File: src/rtl/ext_rd_seq_pkg.sv
package ext_rd_seq_pkg;

   typedef enum logic [1:0] {
      PH_IDLE   = 2'd0,
      PH_SETUP  = 2'd1,
      PH_STROBE = 2'd2,
      PH_HOLD   = 2'd3
   } phase_e;

endpackage

File: src/rtl/ext_rd_seq_ctrl.sv
module ext_rd_seq_ctrl
   import ext_rd_seq_pkg::*;
#(
   parameter int CNT_W = 4
) (
   input  logic             clk,
   input  logic             rst_n,
   input  logic             req_i,
   input  logic [CNT_W-1:0] setup_cfg_i,
   input  logic [CNT_W-1:0] strobe_cfg_i,
   input  logic [CNT_W-1:0] hold_cfg_i,
   input  logic             no_idle_i,
   output phase_e           phase_o,
   output logic             accept_o,
   output logic             last_strobe_o
);

   localparam logic [CNT_W-1:0] CNT_ZERO = '0;
   localparam logic [CNT_W-1:0] CNT_ONE  = {{(CNT_W-1){1'b0}}, 1'b1};

   phase_e           phase_q, phase_d;
   logic [CNT_W-1:0] cnt_q, cnt_d;
   logic [CNT_W-1:0] strobe_q, hold_q;
   logic             nidle_q;
   logic             cnt_last;
   logic             access_end;

   function automatic logic [CNT_W-1:0] strobe_load(input logic [CNT_W-1:0] n);
      return (n == CNT_ZERO) ? CNT_ZERO : n - CNT_ONE;
   endfunction

   assign cnt_last      = (cnt_q == CNT_ZERO);
   assign last_strobe_o = (phase_q == PH_STROBE) && cnt_last;
   assign access_end    = ((phase_q == PH_HOLD) && cnt_last) ||
                          (last_strobe_o && (hold_q == CNT_ZERO));
   assign accept_o      = req_i && ((phase_q == PH_IDLE) || (access_end && nidle_q));
   assign phase_o       = phase_q;

   always_comb begin
      phase_d = phase_q;
      cnt_d   = cnt_q;
      if (accept_o) begin
         if (setup_cfg_i != CNT_ZERO) begin
            phase_d = PH_SETUP;
            cnt_d   = setup_cfg_i - CNT_ONE;
         end else begin
            phase_d = PH_STROBE;
            cnt_d   = strobe_load(strobe_cfg_i);
         end
      end else begin
         unique case (phase_q)
            PH_SETUP: begin
               if (cnt_last) begin
                  phase_d = PH_STROBE;
                  cnt_d   = strobe_load(strobe_q);
               end else begin
                  cnt_d = cnt_q - CNT_ONE;
               end
            end
            PH_STROBE: begin
               if (!cnt_last) begin
                  cnt_d = cnt_q - CNT_ONE;
               end else if (hold_q != CNT_ZERO) begin
                  phase_d = PH_HOLD;
                  cnt_d   = hold_q - CNT_ONE;
               end else begin
                  phase_d = PH_IDLE;
               end
            end
            PH_HOLD: begin
               if (cnt_last) phase_d = PH_IDLE;
               else          cnt_d   = cnt_q - CNT_ONE;
            end
            default: phase_d = PH_IDLE;
         endcase
      end
   end

   always_ff @(posedge clk or negedge rst_n) begin
      if (!rst_n) begin
         phase_q  <= PH_IDLE;
         cnt_q    <= CNT_ZERO;
         strobe_q <= CNT_ZERO;
         hold_q   <= CNT_ZERO;
         nidle_q  <= 1'b0;
      end else begin
         phase_q <= phase_d;
         cnt_q   <= cnt_d;
         if (accept_o) begin
            strobe_q <= strobe_cfg_i;
            hold_q   <= hold_cfg_i;
            nidle_q  <= no_idle_i;
         end
      end
   end

   // a setup phase never outlasts its loaded length (counter only counts down)
   a_r2_setup_countdown: assert property (@(posedge clk) disable iff (!rst_n)
      (phase_q == PH_SETUP && $past(phase_q) == PH_SETUP && !$past(accept_o))
         |-> (cnt_q == $past(cnt_q) - CNT_ONE));

   // back-to-back accesses without an idle cycle only when suppression was latched
   a_r7_gap_unless_chained: assert property (@(posedge clk) disable iff (!rst_n)
      ($past(accept_o) && $past(phase_q) != PH_IDLE) |-> $past(nidle_q));

endmodule

File: src/rtl/ext_rd_seq_addr.sv
module ext_rd_seq_addr #(
   parameter int ADDR_W = 16
) (
   input  logic              clk,
   input  logic              rst_n,
   input  logic              load_i,
   input  logic [ADDR_W-1:0] addr_i,
   output logic [ADDR_W-1:0] addr_o
);

   logic [ADDR_W-1:0] addr_q;

   always_ff @(posedge clk or negedge rst_n) begin
      if (!rst_n)      addr_q <= '0;
      else if (load_i) addr_q <= addr_i;
   end

   assign addr_o = addr_q;

endmodule

File: src/rtl/ext_rd_seq_capture.sv
module ext_rd_seq_capture #(
   parameter int DATA_W = 16
) (
   input  logic              clk,
   input  logic              rst_n,
   input  logic              sample_i,
   input  logic [DATA_W-1:0] bus_data_i,
   output logic [DATA_W-1:0] data_o,
   output logic              done_o
);

   logic [DATA_W-1:0] data_q;
   logic              done_q;

   always_ff @(posedge clk or negedge rst_n) begin
      if (!rst_n) begin
         data_q <= '0;
         done_q <= 1'b0;
      end else begin
         done_q <= sample_i;
         if (sample_i) data_q <= bus_data_i;
      end
   end

   assign data_o = data_q;
   assign done_o = done_q;

   // data only changes together with a done pulse
   a_r5_data_with_done: assert property (@(posedge clk) disable iff (!rst_n)
      !done_o |-> $stable(data_o));

endmodule

File: src/rtl/ext_rd_seq.sv
module ext_rd_seq
   import ext_rd_seq_pkg::*;
#(
   parameter int ADDR_W = 16,
   parameter int DATA_W = 16,
   parameter int CNT_W  = 4
) (
   input  logic              clk,
   input  logic              rst_n,
   input  logic              req_i,
   input  logic [ADDR_W-1:0] req_addr_i,
   input  logic [CNT_W-1:0]  setup_cfg_i,
   input  logic [CNT_W-1:0]  strobe_cfg_i,
   input  logic [CNT_W-1:0]  hold_cfg_i,
   input  logic              no_idle_i,
   output logic              req_accept_o,
   output logic [ADDR_W-1:0] bus_addr_o,
   output logic              bus_cs_n_o,
   output logic              bus_oe_n_o,
   input  logic [DATA_W-1:0] bus_data_i,
   output logic [DATA_W-1:0] rd_data_o,
   output logic              done_o
);

   generate
      if (ADDR_W < 1) begin : g_bad_addr_w
         $error("ext_rd_seq: ADDR_W must be at least 1");
      end
      if (DATA_W < 1) begin : g_bad_data_w
         $error("ext_rd_seq: DATA_W must be at least 1");
      end
      if (CNT_W < 1 || CNT_W > 16) begin : g_bad_cnt_w
         $error("ext_rd_seq: CNT_W must lie in 1..16");
      end
   endgenerate

   phase_e phase;
   logic   accept;
   logic   last_strobe;

   ext_rd_seq_ctrl #(.CNT_W(CNT_W)) i_ctrl (
      .clk           (clk),
      .rst_n         (rst_n),
      .req_i         (req_i),
      .setup_cfg_i   (setup_cfg_i),
      .strobe_cfg_i  (strobe_cfg_i),
      .hold_cfg_i    (hold_cfg_i),
      .no_idle_i     (no_idle_i),
      .phase_o       (phase),
      .accept_o      (accept),
      .last_strobe_o (last_strobe)
   );

   ext_rd_seq_addr #(.ADDR_W(ADDR_W)) i_addr (
      .clk    (clk),
      .rst_n  (rst_n),
      .load_i (accept),
      .addr_i (req_addr_i),
      .addr_o (bus_addr_o)
   );

   ext_rd_seq_capture #(.DATA_W(DATA_W)) i_capture (
      .clk        (clk),
      .rst_n      (rst_n),
      .sample_i   (last_strobe),
      .bus_data_i (bus_data_i),
      .data_o     (rd_data_o),
      .done_o     (done_o)
   );

   assign req_accept_o = accept;
   assign bus_cs_n_o   = (phase == PH_IDLE);
   assign bus_oe_n_o   = (phase != PH_STROBE);

   // output enable is only ever active inside chip select
   a_r3_oe_inside_cs: assert property (@(posedge clk) disable iff (!rst_n)
      !bus_oe_n_o |-> !bus_cs_n_o);

   // address stays put within an access unless a new one was taken
   a_r6_addr_steady: assert property (@(posedge clk) disable iff (!rst_n)
      (!bus_cs_n_o && $past(!bus_cs_n_o) && !$past(req_accept_o)) |-> $stable(bus_addr_o));

   // done follows a cycle with output enable active
   a_r5_done_after_strobe: assert property (@(posedge clk) disable iff (!rst_n)
      done_o |-> $past(!bus_oe_n_o));

   // chip select only falls after an accept pulse
   a_r10_cs_after_accept: assert property (@(posedge clk) disable iff (!rst_n)
      (!bus_cs_n_o && $past(bus_cs_n_o)) |-> $past(req_accept_o));

endmodule

File: config.mk
export PLATFORM = sky130hd
export DESIGN_NAME = ext_rd_seq
export DESIGN_NICKNAME = d
export VERILOG_FILES = /design/src/rtl/ext_rd_seq_pkg.sv /design/src/rtl/ext_rd_seq_ctrl.sv /design/src/rtl/ext_rd_seq_addr.sv /design/src/rtl/ext_rd_seq_capture.sv /design/src/rtl/ext_rd_seq.sv
export SDC_FILE = /design/constraint.sdc
export NUM_CORES = 1
export LEC_CHECK = 0
export ABC_AREA = 1
export BUFFER_PORTS_ARGS = -buffer_cell sky130_fd_sc_hd__clkbuf_2
export CAP_MARGIN = 20
export CORE_UTILIZATION = 30
export CTS_CLUSTER_DIAMETER = 120
export DETAILED_ROUTE_END_ITERATION = 8
export GPL_ROUTABILITY_DRIVEN = 0
export HOLD_SLACK_MARGIN = 0.03
export MAX_ROUTING_LAYER = met4
export PLACE_DENSITY_LB_ADDON = 0.25
export SYNTH_ARGS = -nofsm -noshare
export SYNTH_HDL_FRONTEND = slang
export SYNTH_SLANG_ARGS = --single-unit
export TNS_END_PERCENT = 100
File: constraint.sdc
create_clock -name clk -period 2.07 [get_ports clk]
set_clock_uncertainty 0.05 [all_clocks]
set_input_delay 0.414 -clock clk [delete_from_list [all_inputs] [get_ports clk]]
set_output_delay 0.414 -clock clk [all_outputs]
set_load 0.005 [all_outputs]
### Yosys cells after proc, flatten, opt, wreduce, memory -nomap -nowiden

Cells that the tools add are included.

* logic and storage cells: 55
* flip-flop bits (word level): 48
* output and inout bits: 36
* input port bits: 48

* equal/unequal tests: 9
* reduce and logical (&&, ||, !) cells: 17
* mux-type cells: 16
* add/subtract/negate cells: 5

Operators by type and width (number)
* 2-to-1 mux 4 bit: 8
* subtractor 4 x 1 -> 4 bit, second input constant: 5
* logical NOT 4 bit: 4
* 2-to-1 mux 2 bit: 6
* case mux 4 bit (3 select lines): 1
* nonzero test 4 bit: 3
* inequality test 3 x 2 -> 1 bit, second input constant: 3
* case mux 2 bit (3 select lines): 1
* AND reduction 3 bit: 2
* logical AND 1 bit: 5
* equality test 2 bit, second input constant: 2
* inequality test 4 bit, second input constant: 1
* inequality test 3 bit, second input constant: 1
* equality test 2 x 1 -> 1 bit, second input constant: 1
* logical NOT 2 bit: 1
* logical OR 1 bit: 2
* inequality test 2 bit, second input constant: 1

### Logic depth before layout (Yosys ltp)

* depth in word-level cells: 9
* depth in mapped cells: 12
* gate-level depth less buffers: 11

### Cells and area by module

A second synthesis with hierarchy kept.

* cell total of the unflattened synthesis: 335
* area total of the unflattened synthesis: 2555.0 um^2

By module, submodules not included
* ext_rd_seq_ctrl: area each 1229.9 um^2, instances 1, seq. area each 375.4 um^2, cells an instance 195
* ext_rd_seq_capture: area each 669.4 um^2, instances 1, seq. area each 425.4 um^2, cells an instance 69
* ext_rd_seq_addr: area each 644.4 um^2, instances 1, seq. area each 400.4 um^2, cells an instance 68
* ext_rd_seq: area each 11.3 um^2, instances 1, seq. area each 0.0 um^2, cells an instance 3

### Least setup slack after synthesis

No wires, ideal clock.

* kind: reg2out
* start point: reg i_ctrl.phase_q[0] (netlist: i_ctrl.phase_o[0])
* end point: out req_accept_o
* cell stages (with the launch flop): 11
* required time: 1606 ps
* arrival time: 1424 ps
* buffers on the path: 2
* path slack: 182 ps
* cells stage by stage: dfrtp_1 inv_1 ha_1 nor2_2 nor2_4 nand3_2 nand2_2 nand2_2 clkinv_2 buf_6 buf_12

* word-level cells in the longest chain between the ends: 7
* elaborated cells between the ends (all ways): 10
* those cells by class: eq/ne (2); reduce/logical (8)

Ends and longest elaborated chain
* from (decl): RTL line ext_rd_seq_ctrl.sv:21 `phase_e phase_q, phase_d;`
* from (signal assigned): RTL line ext_rd_seq_ctrl.sv:87 `phase_q <= phase_d;`
* equality test 2 bit: RTL line ext_rd_seq_ctrl.sv:33 `assign last_strobe_o = (phase_q == PH_STROBE) && cnt_last;`
* logical AND 1 bit: RTL line ext_rd_seq_ctrl.sv:33
* logical AND 1 bit: RTL line ext_rd_seq_ctrl.sv:35 `(last_strobe_o && (hold_q == CNT_ZERO));`
* logical OR 1 bit: RTL line ext_rd_seq_ctrl.sv:34 `assign access_end = ((phase_q == PH_HOLD) && cnt_last) ||`
* logical AND 1 bit: RTL line ext_rd_seq_ctrl.sv:36 `assign accept_o = req_i && ((phase_q == PH_IDLE) || (access_end && nidle_q));`
* logical OR 1 bit (*): RTL line ext_rd_seq_ctrl.sv:36
* logical AND 1 bit (*): RTL line ext_rd_seq_ctrl.sv:36
* to (decl): RTL line ext_rd_seq.sv:16 `output logic req_accept_o,`

Every way passes the cells marked *; elsewhere a longest branch is shown, timed or not.

### Final worst setup path

Ends and elaborated chain as after synthesis.

==> run metrics <==
Root Driver clkbuf_8; clk_lat worst skew 0.30 ns; cell mode on critical path nor2_4; Fmax 0.494 GHz; post-synthesis sequential area ratio 48.9%; most numerous cell in the Yosys netlist nand2_1; Post-route DRC 0; TritonCTS Buffers 5; DRT antenna net count 0; die height 92.5 µm; core area 0.00781 mm²; gr ovfl total 0; final setup fails 0; slowest CP cell dfrtp_1; H-tree Lvls 2; I/O pin count 84; Synth area leaders dfrtp_1, nand2_1, nand3_1; total wire length 5900 µm; first drt pass iteration count 4; fill count 819; Synth cell types 25; register area ~0.0012 mm²; Worst-path clk slew 0.09 ns; crit share post-route between 90% and 100%; Final Slew Violations 0; ys async rst share 100%; Crit. Startpoint i_ctrl.phase_o[0]; routed len/inst 11.5 µm; nets@finish 465; Post-Syn Nets 368; Vias per Instance 4.42; CTS Sinks 48; IO Port Bufs 83; P per Cell Area 1430 mW/mm²; worst min-delay path class input pin to async pin; synth-to-layout area growth 31.6%; total die area about 0.0086 mm²; outcome finished clean; final hold violation count 0; ant diodes 0; commonest register cell after synthesis dfrtp_1; half-perimeter wire length after placement 4380 µm; Post-synth EDFFs 0; Leak Pwr 1.83 nW; worst-path maximum fanout 3; fraction of layout cells with a size suffix above 1 about a third; vias in the first global route 2,198; flops & latches, synth 48; largest net degree at the start of global routing 49; total number of vias 2,262; post-synth top area cell dfrtp_1; final worst path period need 2.02 ns; Max-Cap Viols 0; Max clock buf depth 2; Iter 0 DRT Violations 111; TritonCTS clock tree yes; Max-slew headroom 58.8%; num rows 32; Post-CTS Hold Buffers 0; initial core utilization 31.5%; Data required, critical path 1.61 ns; Mapped Area 0.00246 mm²; crit end category output pin; Synth top area share between 40% and 50%; Critical Path Start Type flip-flop; first-pass GRT wire length between 9000 and 10,000 µm; measured slew at the worst slew-check pin 0.618 ns; initial antenna violation count 0; crit path cell chain inv_2 -> ha_4 -> nor2_4 -> nor2_4 -> nand3_2 -> nand2_2 -> nand2_4 -> clkinv_4 -> buf_6; peak supply drop approximately 0.54 mV; Gate Count Post-Synth between 300 and 400; slowest stage delay, CP 0.44 ns; Ys Warns 0; final core utilization 41.4%; fin area 0.00323 mm²; area of the multi-input gates 0.00113 mm²; most instantiated cells after synthesis nand2_1, dfrtp_1, inv_1; GRT Total Usage 15.0%; Crit Path Category flip-flop to output pin; placed cell areas approximately 0.003 mm²; crit path DAT 1.56 ns; RSZ-0062 raised after global routing true; Mapped Avg Cell Area 7.88 µm²; Die W 92.5 µm; RR Startpoint i_ctrl.phase_o[0]
cells in the final DEF (no fill, tap or decap):
master     instances
clkinv_4           2
xor2_1             3
nand2_4            2
inv_1             22
dfrtp_1           47
ha_1               4
clkinv_1           1
nand2_1          133
inv_2              5
nand2_2           10
clkbuf_2          82
nor3_1             1
nor2_4             3
nor2_1            15
clkbuf_8           6
o21ai_0           16
buf_6              1
ha_4               4
dfrtp_2            1
bufinv_16          1
a31oi_1            1
xnor2_1            1
nand3_1           24
nand4_1            1
nand3_2            2
a21oi_1            1
buf_4             16
o21ai_1            5
layer usage:
layer  vias to the layer above  part of all wire [%]  wire (µm)  global-route usage [%]
met5                         -                     0          0                       -
met4                         0                   1.5         87                    5.21
met3                         7                   5.7        337                    2.05
met2                        65                    46       2740                    23.3
met1                      1036                    46       2740                    20.1
li1                       1154                     -          -                       -
final timing paths:
check	cells past startpoint	slack, ns	end
worst min register to register	2	0.43	i_addr.addr_o[3]
worst max-delay path	9	0.05	req_accept_o
min in group clk	3	0.25	i_capture.data_o[10]
max in group asynchronous	2	1.36	i_ctrl.phase_o[1]
worst min-delay path	2	0.16	i_ctrl.cnt_q[3]
worst max register to register	11	0.20	i_ctrl.phase_o[1]
kinds of logic after synthesis:
group | count (synthesis) | share of synthesized area [%]
adder cells (fa/ha/maj) | 8 | 4.07
buffers and inverters | 38 | 7.89
AND/OR/NAND/NOR | 191 | 33.0
AO/OA/AOI/OAI | 23 | 4.74
flip-flops | 48 | 48.9
XOR/XNOR | 4 | 1.43
what timing repair did:
item / CTS / global route
setup buffers: 2 / 7
pin swaps: 2 / 6
gates resized for setup: 5 / 13
endpoints found under the setup margin: 1 / 2
layout make-up:
type                            count  area share (%)
Sequential cell                    48            37.2
Multi-Input combinational cell    226            34.9
Timing Repair Buffer               99            16.8
Tap cell                          102            3.95
Inverter                           29            3.52
Clock buffer                        6            2.55
Clock inverter                      2            1.20
where the power goes:
| group | switching, mW | internal [mW] |
|---|---|---|
| Combinational | 1.19 | 0.992 |
| Clock | 0.318 | 0.395 |
| Sequential | 0.327 | 1.40 |
flip-flops by register name, indices dropped and copies added (netlist names):
signal            cells
i_addr.addr_o        16
i_capture.data_o     16
i_capture.done_o      1
i_ctrl.cnt_q          4
i_ctrl.hold_q         4
i_ctrl.nidle_q        1
i_ctrl.phase_o        2
i_ctrl.strobe_q       4
stage by stage:
stage	cells	hold slack (ns)	setup TNS, ns	total power, mW	setup WS [ns]
global placement	495	0.413	0	3.65	0.148
global route	512	0.211	-0.0449	5.11	-0.0449
detailed placement	495	0.417	0	3.69	0.0622
CTS	505	0.185	0	4.49	0.00189
floorplan	312	0.0684	0	3.00	0.182
finish	512	0.157	0	4.62	0.0457
worst max-delay path, delay by kind of cell (launching register included):
| kind | cells | cell delay, ns |
|---|---|---|
| flip-flops | 1 | 0.44 |
| AND/OR/NAND/NOR | 5 | 0.41 |
| buffers and inverters | 3 | 0.25 |
| adder cells (fa/ha/maj) | 1 | 0.17 |
Note: power is estimated with default switching activity, not from simulation.
